<file path="config.mk">
export PLATFORM = sky130hd
export DESIGN_NAME = ramwp_guard
export DESIGN_NICKNAME = d
export VERILOG_FILES = /design/src/rtl/ramwp_pkg.sv /design/src/rtl/ramwp_decode.sv /design/src/rtl/ramwp_bitmap.sv /design/src/rtl/ramwp_fault.sv /design/src/rtl/ramwp_guard.sv
export SDC_FILE = /design/constraint.sdc
export NUM_CORES = 1
export LEC_CHECK = 0
export BUFFER_PORTS_ARGS = -buffer_cell sky130_fd_sc_hd__clkbuf_2
export CELL_PAD_IN_SITES_DETAIL_PLACEMENT = 0
export CELL_PAD_IN_SITES_GLOBAL_PLACEMENT = 1
export CORE_MARGIN = 1
export CORE_UTILIZATION = 43
export CTS_BUF_LIST = sky130_fd_sc_hd__clkbuf_4
export CTS_CLUSTER_SIZE = 10
export DETAILED_ROUTE_END_ITERATION = 6
export HOLD_SLACK_MARGIN = 0.02
export PLACE_DENSITY_LB_ADDON = 0.1
export SYNTH_ARGS = -nofsm -noshare
export SYNTH_HDL_FRONTEND = slang
export SYNTH_SLANG_ARGS = --single-unit
</file>
<file path="constraint.sdc">
create_clock -name clk -period 2.65 [get_ports clk]
set_input_delay 0.1325 -clock clk [delete_from_list [all_inputs] [get_ports clk]]
set_output_delay 0.1325 -clock clk [all_outputs]
set_load 0.05 [all_outputs]
</file>
<file path="src/rtl/ramwp_pkg.sv">
package ramwp_pkg;

    localparam logic [31:0] RAM_BASE_DEF  = 32'h2000_0000;
    localparam int          RAM_BYTES_DEF = 12288;
    localparam int          BLK_BYTES_DEF = 32;
    localparam int          REG_W_DEF     = 32;

    typedef enum logic [1:0] {
        V_NONE    = 2'd0,
        V_WRITE   = 2'd1,
        V_CPU_ERR = 2'd2,
        V_DMA_FLT = 2'd3
    } verdict_e;

    typedef struct packed {
        logic        valid;
        logic        write;
        logic        priv;
        logic        dma;
        logic [31:0] addr;
    } acc_t;

    function automatic verdict_e judge(acc_t a, logic in_win, logic prot, logic dma_en);
        verdict_e v;
        if (!a.valid || !a.write || !in_win)
            v = V_NONE;
        else if (prot && !a.dma && !a.priv)
            v = V_CPU_ERR;
        else if (prot && a.dma && dma_en)
            v = V_DMA_FLT;
        else
            v = V_WRITE;
        return v;
    endfunction

endpackage

</file>
<file path="src/rtl/ramwp_decode.sv">
module ramwp_decode #(
    parameter logic [31:0] RAM_BASE  = ramwp_pkg::RAM_BASE_DEF,
    parameter int          RAM_BYTES = ramwp_pkg::RAM_BYTES_DEF,
    parameter int          BLK_BYTES = ramwp_pkg::BLK_BYTES_DEF
) (
    input  logic [31:0]                                     addr,
    output logic                                            in_win,
    output logic [$clog2(RAM_BYTES)-1:0]                    off,
    output logic [$clog2(RAM_BYTES)-$clog2(BLK_BYTES)-1:0]  idx
);
    localparam int          OFF_W  = $clog2(RAM_BYTES);
    localparam int          BLK_SH = $clog2(BLK_BYTES);
    localparam logic [31:0] LIMIT  = RAM_BASE + 32'(RAM_BYTES);

    logic [31:0] rel;

    always_comb begin
        rel    = addr - RAM_BASE;
        in_win = (addr >= RAM_BASE) && (addr < LIMIT);
        off    = rel[OFF_W-1:0];
        idx    = rel[OFF_W-1:BLK_SH];
    end
endmodule

</file>
<file path="src/rtl/ramwp_bitmap.sv">
module ramwp_bitmap #(
    parameter int NREG   = 12,
    parameter int REG_W  = ramwp_pkg::REG_W_DEF,
    parameter int CFG_AW = 4
) (
    input  logic                    clk,
    input  logic                    rst,
    input  logic                    cfg_wr,
    input  logic [CFG_AW-1:0]       cfg_addr,
    input  logic [REG_W-1:0]        cfg_wdata,
    output logic [NREG*REG_W-1:0]   map
);
    for (genvar k = 0; k < NREG; k++) begin : g_word
        logic [REG_W-1:0] word_q;
        always_ff @(posedge clk) begin
            if (rst)
                word_q <= '0;
            else if (cfg_wr && cfg_addr == CFG_AW'(k))
                word_q <= cfg_wdata;
        end
        assign map[k*REG_W +: REG_W] = word_q;
    end
endmodule

</file>
<file path="src/rtl/ramwp_fault.sv">
module ramwp_fault (
    input  logic        clk,
    input  logic        rst,
    input  logic        viol,
    input  logic [31:0] viol_addr,
    input  logic        clr,
    output logic        flag,
    output logic [31:0] faddr
);
    always_ff @(posedge clk) begin
        if (rst) begin
            flag  <= 1'b0;
            faddr <= '0;
        end else if (viol) begin
            flag <= 1'b1;
            if (!flag)
                faddr <= viol_addr;
        end else if (clr) begin
            flag <= 1'b0;
        end
    end
endmodule

</file>
<file path="src/rtl/ramwp_guard.sv">
module ramwp_guard #(
    parameter logic [31:0] RAM_BASE  = ramwp_pkg::RAM_BASE_DEF,
    parameter int          RAM_BYTES = ramwp_pkg::RAM_BYTES_DEF,
    parameter int          BLK_BYTES = ramwp_pkg::BLK_BYTES_DEF,
    parameter int          REG_W     = ramwp_pkg::REG_W_DEF,
    parameter int          CFG_AW    = 4
) (
    input  logic                          clk,
    input  logic                          rst,
    input  logic                          cfg_wr,
    input  logic [CFG_AW-1:0]             cfg_addr,
    input  logic [REG_W-1:0]              cfg_wdata,
    output logic [REG_W-1:0]              cfg_rdata,
    input  logic                          req_valid,
    input  logic                          req_write,
    input  logic                          req_priv,
    input  logic                          req_dma,
    input  logic [31:0]                   req_addr,
    output logic                          ram_we,
    output logic                          ram_re,
    output logic [$clog2(RAM_BYTES)-1:0]  ram_off,
    output logic                          resp_valid,
    output logic                          bus_err,
    output logic                          irq
);
    import ramwp_pkg::*;

    localparam int NBLK     = RAM_BYTES / BLK_BYTES;
    localparam int NREG     = NBLK / REG_W;
    localparam int IDX_W    = $clog2(RAM_BYTES) - $clog2(BLK_BYTES);
    localparam int IX_CTRL  = NREG;
    localparam int IX_FADDR = NREG + 1;
    localparam int IX_STAT  = NREG + 2;

    logic [NREG*REG_W-1:0] map;
    logic                  in_win;
    logic [IDX_W-1:0]      idx;
    logic                  prot;
    logic                  dma_en_q;
    logic                  clr;
    logic                  flag;
    logic [31:0]           faddr;
    logic                  resp_q, err_q;
    acc_t                  acc;
    verdict_e              verdict;

    ramwp_bitmap #(.NREG(NREG), .REG_W(REG_W), .CFG_AW(CFG_AW)) u_map (
        .clk(clk), .rst(rst), .cfg_wr(cfg_wr), .cfg_addr(cfg_addr),
        .cfg_wdata(cfg_wdata), .map(map)
    );

    ramwp_decode #(.RAM_BASE(RAM_BASE), .RAM_BYTES(RAM_BYTES), .BLK_BYTES(BLK_BYTES)) u_dec (
        .addr(req_addr), .in_win(in_win), .off(ram_off), .idx(idx)
    );

    ramwp_fault u_flt (
        .clk(clk), .rst(rst), .viol(verdict == V_DMA_FLT), .viol_addr(req_addr),
        .clr(clr), .flag(flag), .faddr(faddr)
    );

    always_comb begin
        acc     = '{valid: req_valid, write: req_write, priv: req_priv,
                    dma: req_dma, addr: req_addr};
        prot    = in_win && map[idx];
        verdict = judge(acc, in_win, prot, dma_en_q);
        ram_we  = (verdict == V_WRITE);
        ram_re  = req_valid && !req_write && in_win;
        clr     = cfg_wr && cfg_addr == CFG_AW'(IX_STAT) && cfg_wdata[0];
    end

    always_comb begin
        cfg_rdata = '0;
        for (int k = 0; k < NREG; k++)
            if (cfg_addr == CFG_AW'(k))
                cfg_rdata = map[k*REG_W +: REG_W];
        if (cfg_addr == CFG_AW'(IX_CTRL))
            cfg_rdata = REG_W'(dma_en_q);
        if (cfg_addr == CFG_AW'(IX_FADDR))
            cfg_rdata = REG_W'(faddr);
        if (cfg_addr == CFG_AW'(IX_STAT))
            cfg_rdata = REG_W'(flag);
    end

    always_ff @(posedge clk) begin
        if (rst) begin
            dma_en_q <= 1'b0;
            resp_q   <= 1'b0;
            err_q    <= 1'b0;
        end else begin
            if (cfg_wr && cfg_addr == CFG_AW'(IX_CTRL))
                dma_en_q <= cfg_wdata[0];
            resp_q <= req_valid;
            err_q  <= (verdict == V_CPU_ERR);
        end
    end

    assign resp_valid = resp_q;
    assign bus_err    = err_q;
    assign irq        = flag;
endmodule

</file>
Yosys cells after proc, flatten, opt, wreduce, memory -nomap -nowiden
Cells that the tools add are included.
{"block": "op_classes", "n_mux": 22, "n_addsub": 1, "n_eq_ne": 17, "order_cmp": 3, "n_bitwise": 1, "reduce_logical": 33}
{"cell": "$mux W32", "n": 15}
{"cell": "$ge A32 B30 Y1 const B", "n": 1}
{"cell": "$lt A32 B30 Y1 const B", "n": 1}
{"cell": "$eq A4 B4 Y1 const B", "n": 7}
{"cell": "$logic_and A1 B1 Y1", "n": 23}
{"cell": "$eq A4 B3 Y1 const B", "n": 4}
{"cell": "$sub A14 B1 Y14 const B", "n": 1}
{"cell": "$lt A9 B10 Y1 const B", "n": 1}
{"cell": "$bmux W1 S9", "n": 1}
{"cell": "$eq A4 B2 Y1 const B", "n": 2}
{"cell": "$mux W2", "n": 3}
{"cell": "$logic_not A1 Y1", "n": 5}
{"cell": "$eq A2 B2 Y1 const B", "n": 2}
{"cell": "$eq A4 B1 Y1 const B", "n": 1}
{"cell": "$logic_not A4 Y1", "n": 1}
{"cell": "$mux W1", "n": 3}
{"cell": "$eq A2 B1 Y1 const B", "n": 1}
{"cell": "$logic_or A1 B1 Y1", "n": 2}
{"cell": "$reduce_and A2 Y1", "n": 1}
{"cell": "$reduce_bool A2 Y1", "n": 1}
{"cell": "$not A1 Y1", "n": 1}
{"block": "totals", "reg_bits": 420, "in_bits": 75, "output_inout_bits": 51, "wordCells": 94}

Longest topological paths before layout
{"block": "logic_depth", "ltp_word": 16, "depth_mapped": 15, "depth_no_buf": 8}

Modules after synthesis
A second synthesis with hierarchy kept.
{"block": "unflattened", "hier_cells": 2359, "hier_area_um2": 23510.0}
{"module": "ramwp_bitmap", "cells_each": 1322, "area_per_inst_um2": 14770.4, "seq_area_each_um2": 7687.4, "n_inst": 1}
{"module": "ramwp_guard", "cells_each": 859, "area_per_inst_um2": 6904.1, "seq_area_each_um2": 60.1, "n_inst": 1}
{"module": "ramwp_fault", "cells_each": 149, "area_per_inst_um2": 1610.3, "seq_area_each_um2": 660.6, "n_inst": 1}
{"module": "ramwp_decode", "cells_each": 29, "area_per_inst_um2": 225.2, "seq_area_each_um2": 0.0, "n_inst": 1}

Worst setup path before layout
OpenSTA, ideal clock, no wires.
{"block": "synth_path", "path_kind": "input-to-output", "from": "input port cfg_addr[1]", "to": "output port cfg_rdata[18]", "path_buffers": 4, "arrival_time_ps": 2982, "t_required_ps": 2518, "stages": 9, "slack_ps": -464, "path_cell_list": "clkbuf_1 > nand2b_1 > clkbuf_1 > nor3_1 > clkbuf_1 > buf_1 > a221oi_1 > and3_1 > o21ai_0"}
{"block": "synth_via", "elab_chain_len": 16, "elab_cells_between_ends": 30, "classes_between": "eq/ne (14); mux (15); reduce/logical (1)"}
{"element": "from (decl)", "line": "ramwp_guard.sv:11", "rtl": "input logic [CFG_AW-1:0] cfg_addr,"}
{"element": "$logic_not A4 Y1", "line": "ramwp_guard.sv:74", "rtl": "if (cfg_addr == CFG_AW'(k))"}
{"element": "$mux W32 (12 in series)", "line": "ramwp_guard.sv:74"}
{"element": "$mux W32", "line": "ramwp_guard.sv:76", "rtl": "if (cfg_addr == CFG_AW'(IX_CTRL))"}
{"element": "$mux W32", "line": "ramwp_guard.sv:78", "rtl": "if (cfg_addr == CFG_AW'(IX_FADDR))"}
{"element": "$mux W32 *", "line": "ramwp_guard.sv:80", "rtl": "if (cfg_addr == CFG_AW'(IX_STAT))"}
{"element": "to (decl)", "line": "ramwp_guard.sv:13", "rtl": "output logic [REG_W-1:0] cfg_rdata,"}
Every way passes the cells marked *; elsewhere a longest branch is shown, timed or not.

Worst setup path after layout
{"block": "layout_path", "from": "register u_map.g_word[0].word_q[31]", "to": "output port ram_we"}
{"block": "layout_via", "elab_chain_len": 9, "elab_cells_between_ends": 11, "classes_between": "eq/ne (1); mux (5); reduce/logical (5)"}
{"element": "from (decl)", "line": "ramwp_bitmap.sv:14", "rtl": "logic [REG_W-1:0] word_q;"}
{"element": "from (signal assigned)", "line": "ramwp_bitmap.sv:19", "rtl": "word_q <= cfg_wdata;"}
{"element": "$bmux W1 S9 *", "line": "ramwp_guard.sv:64", "rtl": "prot = in_win && map[idx];"}
{"element": "$mux W1 (not written as such) *", "line": "ramwp_guard.sv:64"}
{"element": "$logic_and A1 B1 Y1 *", "line": "ramwp_guard.sv:64"}
{"element": "$logic_and A1 B1 Y1 (2 in series)", "line": "ramwp_pkg.sv:29", "rtl": "else if (prot && a.dma && dma_en)"}
{"element": "$mux W2", "line": "ramwp_pkg.sv:29"}
{"element": "$mux W2 *", "line": "ramwp_pkg.sv:27", "rtl": "else if (prot && !a.dma && !a.priv)"}
{"element": "$mux W2 *", "line": "ramwp_pkg.sv:25", "rtl": "if (!a.valid || !a.write || !in_win)"}
{"element": "$eq A2 B1 Y1 *", "line": "ramwp_guard.sv:66", "rtl": "ram_we = (verdict == V_WRITE);"}
{"element": "to (decl)", "line": "ramwp_guard.sv:19", "rtl": "output logic ram_we,"}
Every way passes the cells marked *; elsewhere a longest branch is shown, timed or not. The select of a mux whose other input is x is not followed.

==> reports/results.txt <==
Largest family of logic cells by synthesized area - simple AND/OR/NAND/NOR gates
Starting Density - 0.439
Post-Syn Instances - 2685
Synth Area in XOR/XNOR - 0
Final setup vio count - 49
Final hold violation count - 0
Worst-Skew Late Latency - 930 ps
Die W - 224 um
TritonCTS buffer count - 116
Largest cells by area after synthesis - dfxtp_1, nand2_1, a21oi_1
Asr flop ratio synth - 0
Clock Path Buffers - 3
Chain of cells forming the critical path - mux4_2, mux2_4, a32oi_1, nand3_1, a211oi_2, a211oi_2, buf_4, a21o_4, a21oi_4, buf_12
Ports - 126
MaxCap Viol Count - 0
CP endpoint kind - output port
Vias in the first global route - 22.1k
Initial antenna violation count - 2
NumNets Final - 3147
Drt drc - 0
Die height - 224 um
Total global routing overflow - 0
HPWL after DPL - 71000 um
Post-synth top cells - nand2_1, a21oi_1, dfxtp_1, clkbuf_1, mux2i_1
Die Area - 0.0501 mm2
Via density - 6.00
Netlist cell types - 55
CTS H-tree depth - 3
Post-synth top flop - dfxtp_1
Critical R2R Capture - u_flt.faddr[29]
PwrDens - 504 mW/mm2
Failing checks - negative setup slack
Layout cells sized above 1 - 0.290
Final ANT Viol Nets - 0
VDD IR max - 334 uV
Post-synthesis instance area - 0.0212 mm2
Hold path startpoint - cfg_addr[2]
Peak Freq - 276 MHz
Placement row count - 80
Layout Cells excl Fill - 3819
Clock Tree Root - clkbuf_4
TritonCTS clock tree - done
R2r startpoint - u_map.g_word[11].word_q[7]
Post-DP Area - 0.0251 mm2
Iter 0 DRT Violations - 2637
Warnings, synthesis - 0
Placer's final routability congestion estimate - 1.04
Core Area - 0.0481 mm2
Crit path launch type - flip-flop
GRT Overall Usage - 0.396
Worst Hold Depth - 5
Clk_skew - 55.6 ps
Routed length per instance - 26.2 um
WS Path Type - flip-flop to output port
Cells on worst reg2reg path - 9
Post-synth net total - 2760
Slew Viols, Final - 0
Crit path DAT - 3490 ps
Clock Sinks - 420
IO Port Bufs - 125
Sequential-to-total area share from yosys stat - 0.398
Worst setup margin - -968 ps
Global-route wire length before repair - 146000 um
R2R Setup Slk - -200 ps
HP Class - primary input to flip-flop
Worst path slowest cell - mux4_2
Endpoint, Worst Hold - u_flt.flag
Vias - 22.9k
Largest net degree at the start of global routing - 90
Max Fanout on Critical Path - 2
Top-area cell type share of the netlist area - 0.398
Tmin final - 3620 ps
Number of flops mapped to enable cells by yosys - 0
Total iterations of the first detailed-routing run - 6
CP Buf/Inv Count - 2
RSZ-0062 raised after global routing - true
Post-synthesis adder-cell area fraction - 0
Leakage - 10.5 nW
Simple logic cell fraction of the synthesized area - 0.214
Least-Margin Pin Slew - 836 ps
Setup crit start - u_map.g_word[0].word_q[31]
Critical Path Max Stage Delay - 470 ps
Slew Limit Headroom - 0.442
Mean Syn Cell Area - 7.88 um2
Synth-to-Final Area Change - 34.2%
Synth Area in Compound Gates - 0.213
Fin area - 0.0284 mm2
Post-synthesis mux area share - 0.116
Placed insts - 3541
Worst-path clk slew - 60 ps
Cell with the most instances after synthesis - nand2_1
Most frequent cell on the critical path - a211oi_2
Worst EP required - 2520 ps
Final period utilization - 1.37
Status - finished with violations
Crit path max-delay family - compound AO/OA/AOI/OAI gates
Final wirelength - 100000 um
#FFs+latches synth - 420
Post-synth top area cell - dfxtp_1
## layout make-up
class | instances | area, um2
clock inverters | 37 | 173
flip-flops and latches | 420 | 8460
well taps | 656 | 821
inverters | 18 | 67.6
fillers | 4362 | 19800
diodes | 4 | 10.0
multi-input cells | 1970 | 12500
clock buffers | 168 | 1260
repair buffers | 546 | 5040
## stage by stage
stage / total power [mW] / utilization / worst slack (ps) / setup TNS [ps] / hold WS, ps
2_1_floorplan: 7.46 / - / -84.8 / -84.8 / 261
3_3_place_gp: 8.32 / 0.522 / -596 / -15370 / 366
3_5_place_dp: 8.33 / 0.522 / -596 / -16160 / 375
4_1_cts: 14.3 / 0.586 / -995 / -7040 / 64.9
5_1_grt: 14.8 / 0.589 / -1070 / -10800 / 156
6_report: 14.3 / 0.589 / -968 / -6810 / 124
## worst max path at each step
stage / to / depth (start not counted)
2_1_floorplan: cfg_rdata[18] / 9
4_1_cts: ram_we / 10
3_3_place_gp: ram_we / 13
5_1_grt: ram_we / 11
6_report: ram_we / 10
3_5_place_dp: ram_we / 13
## cell usage in the layout (no fill, tap or decap), types with 16 or more instances in the layout
cell type / instances
a21oi_1: 419
a221oi_2: 24
a22o_1: 26
a22oi_1: 65
and2_1: 23
buf_12: 71
buf_4: 291
buf_6: 25
clkbuf_2: 88
clkbuf_4: 168
clkinv_1: 30
dfxtp_1: 382
dfxtp_2: 36
dlygate4sd3_1: 70
inv_1: 18
mux2i_1: 95
mux4_2: 58
nand2_1: 837
nand2b_1: 38
nand3_1: 21
nor2_1: 39
nor2b_1: 16
nor3b_2: 16
o22ai_1: 16
## sequential cells by signal (all words and copies together), names as in the netlist
name	flops
u_map.g_word.word_q	384
bus_err	1
u_flt.flag	1
resp_valid	1
dma_en_q	1
u_flt.faddr	32
## repair_timing
action                                  in CTS  in global routing
resized for setup                          200                 35
endpoints found under the hold margin      420                  0
hold buffers                                70                  0
pin swaps                                   81                 40
cloned                                       0                  0
endpoints found under the setup margin      63                 62
setup buffers                                3                  5
## routing by layer
| layer | part of all wire | GRT usage | up-vias |
|---|---|---|---|
| li1 | - | - | 10262 |
| met1 | 0.40 | 0.510 | 11120 |
| met2 | 0.46 | 0.634 | 1263 |
| met3 | 0.093 | 0.0867 | 273 |
| met4 | 0.047 | 0.176 | 0 |
| met5 | 0 | 0 | - |
## report_power, final
group          switching, mW  internal [mW]  leakage (nW)
Sequential            0.0765           6.39          3.41
Clock                   2.94           2.98         0.854
Combinational           1.20          0.732          6.23
## worst register-to-register path, cell delays in order (launching register included)
cell and delay, ps:
dfxtp_1 340, mux4_2 520, mux4_2 470, a22oi_1 190, a22oi_1 130, o221a_1 280, and2_0 150, a31o_2 270
buf_12 190, o21ba_1 190
## kinds of logic after synthesis
logic type	count (synthesis)
AO/OA/AOI/OAI	738
buffers and inverters	295
AND/OR/NAND/NOR	1067
flip-flops	420
multiplexers	165
(Power assumes the default switching activity.)
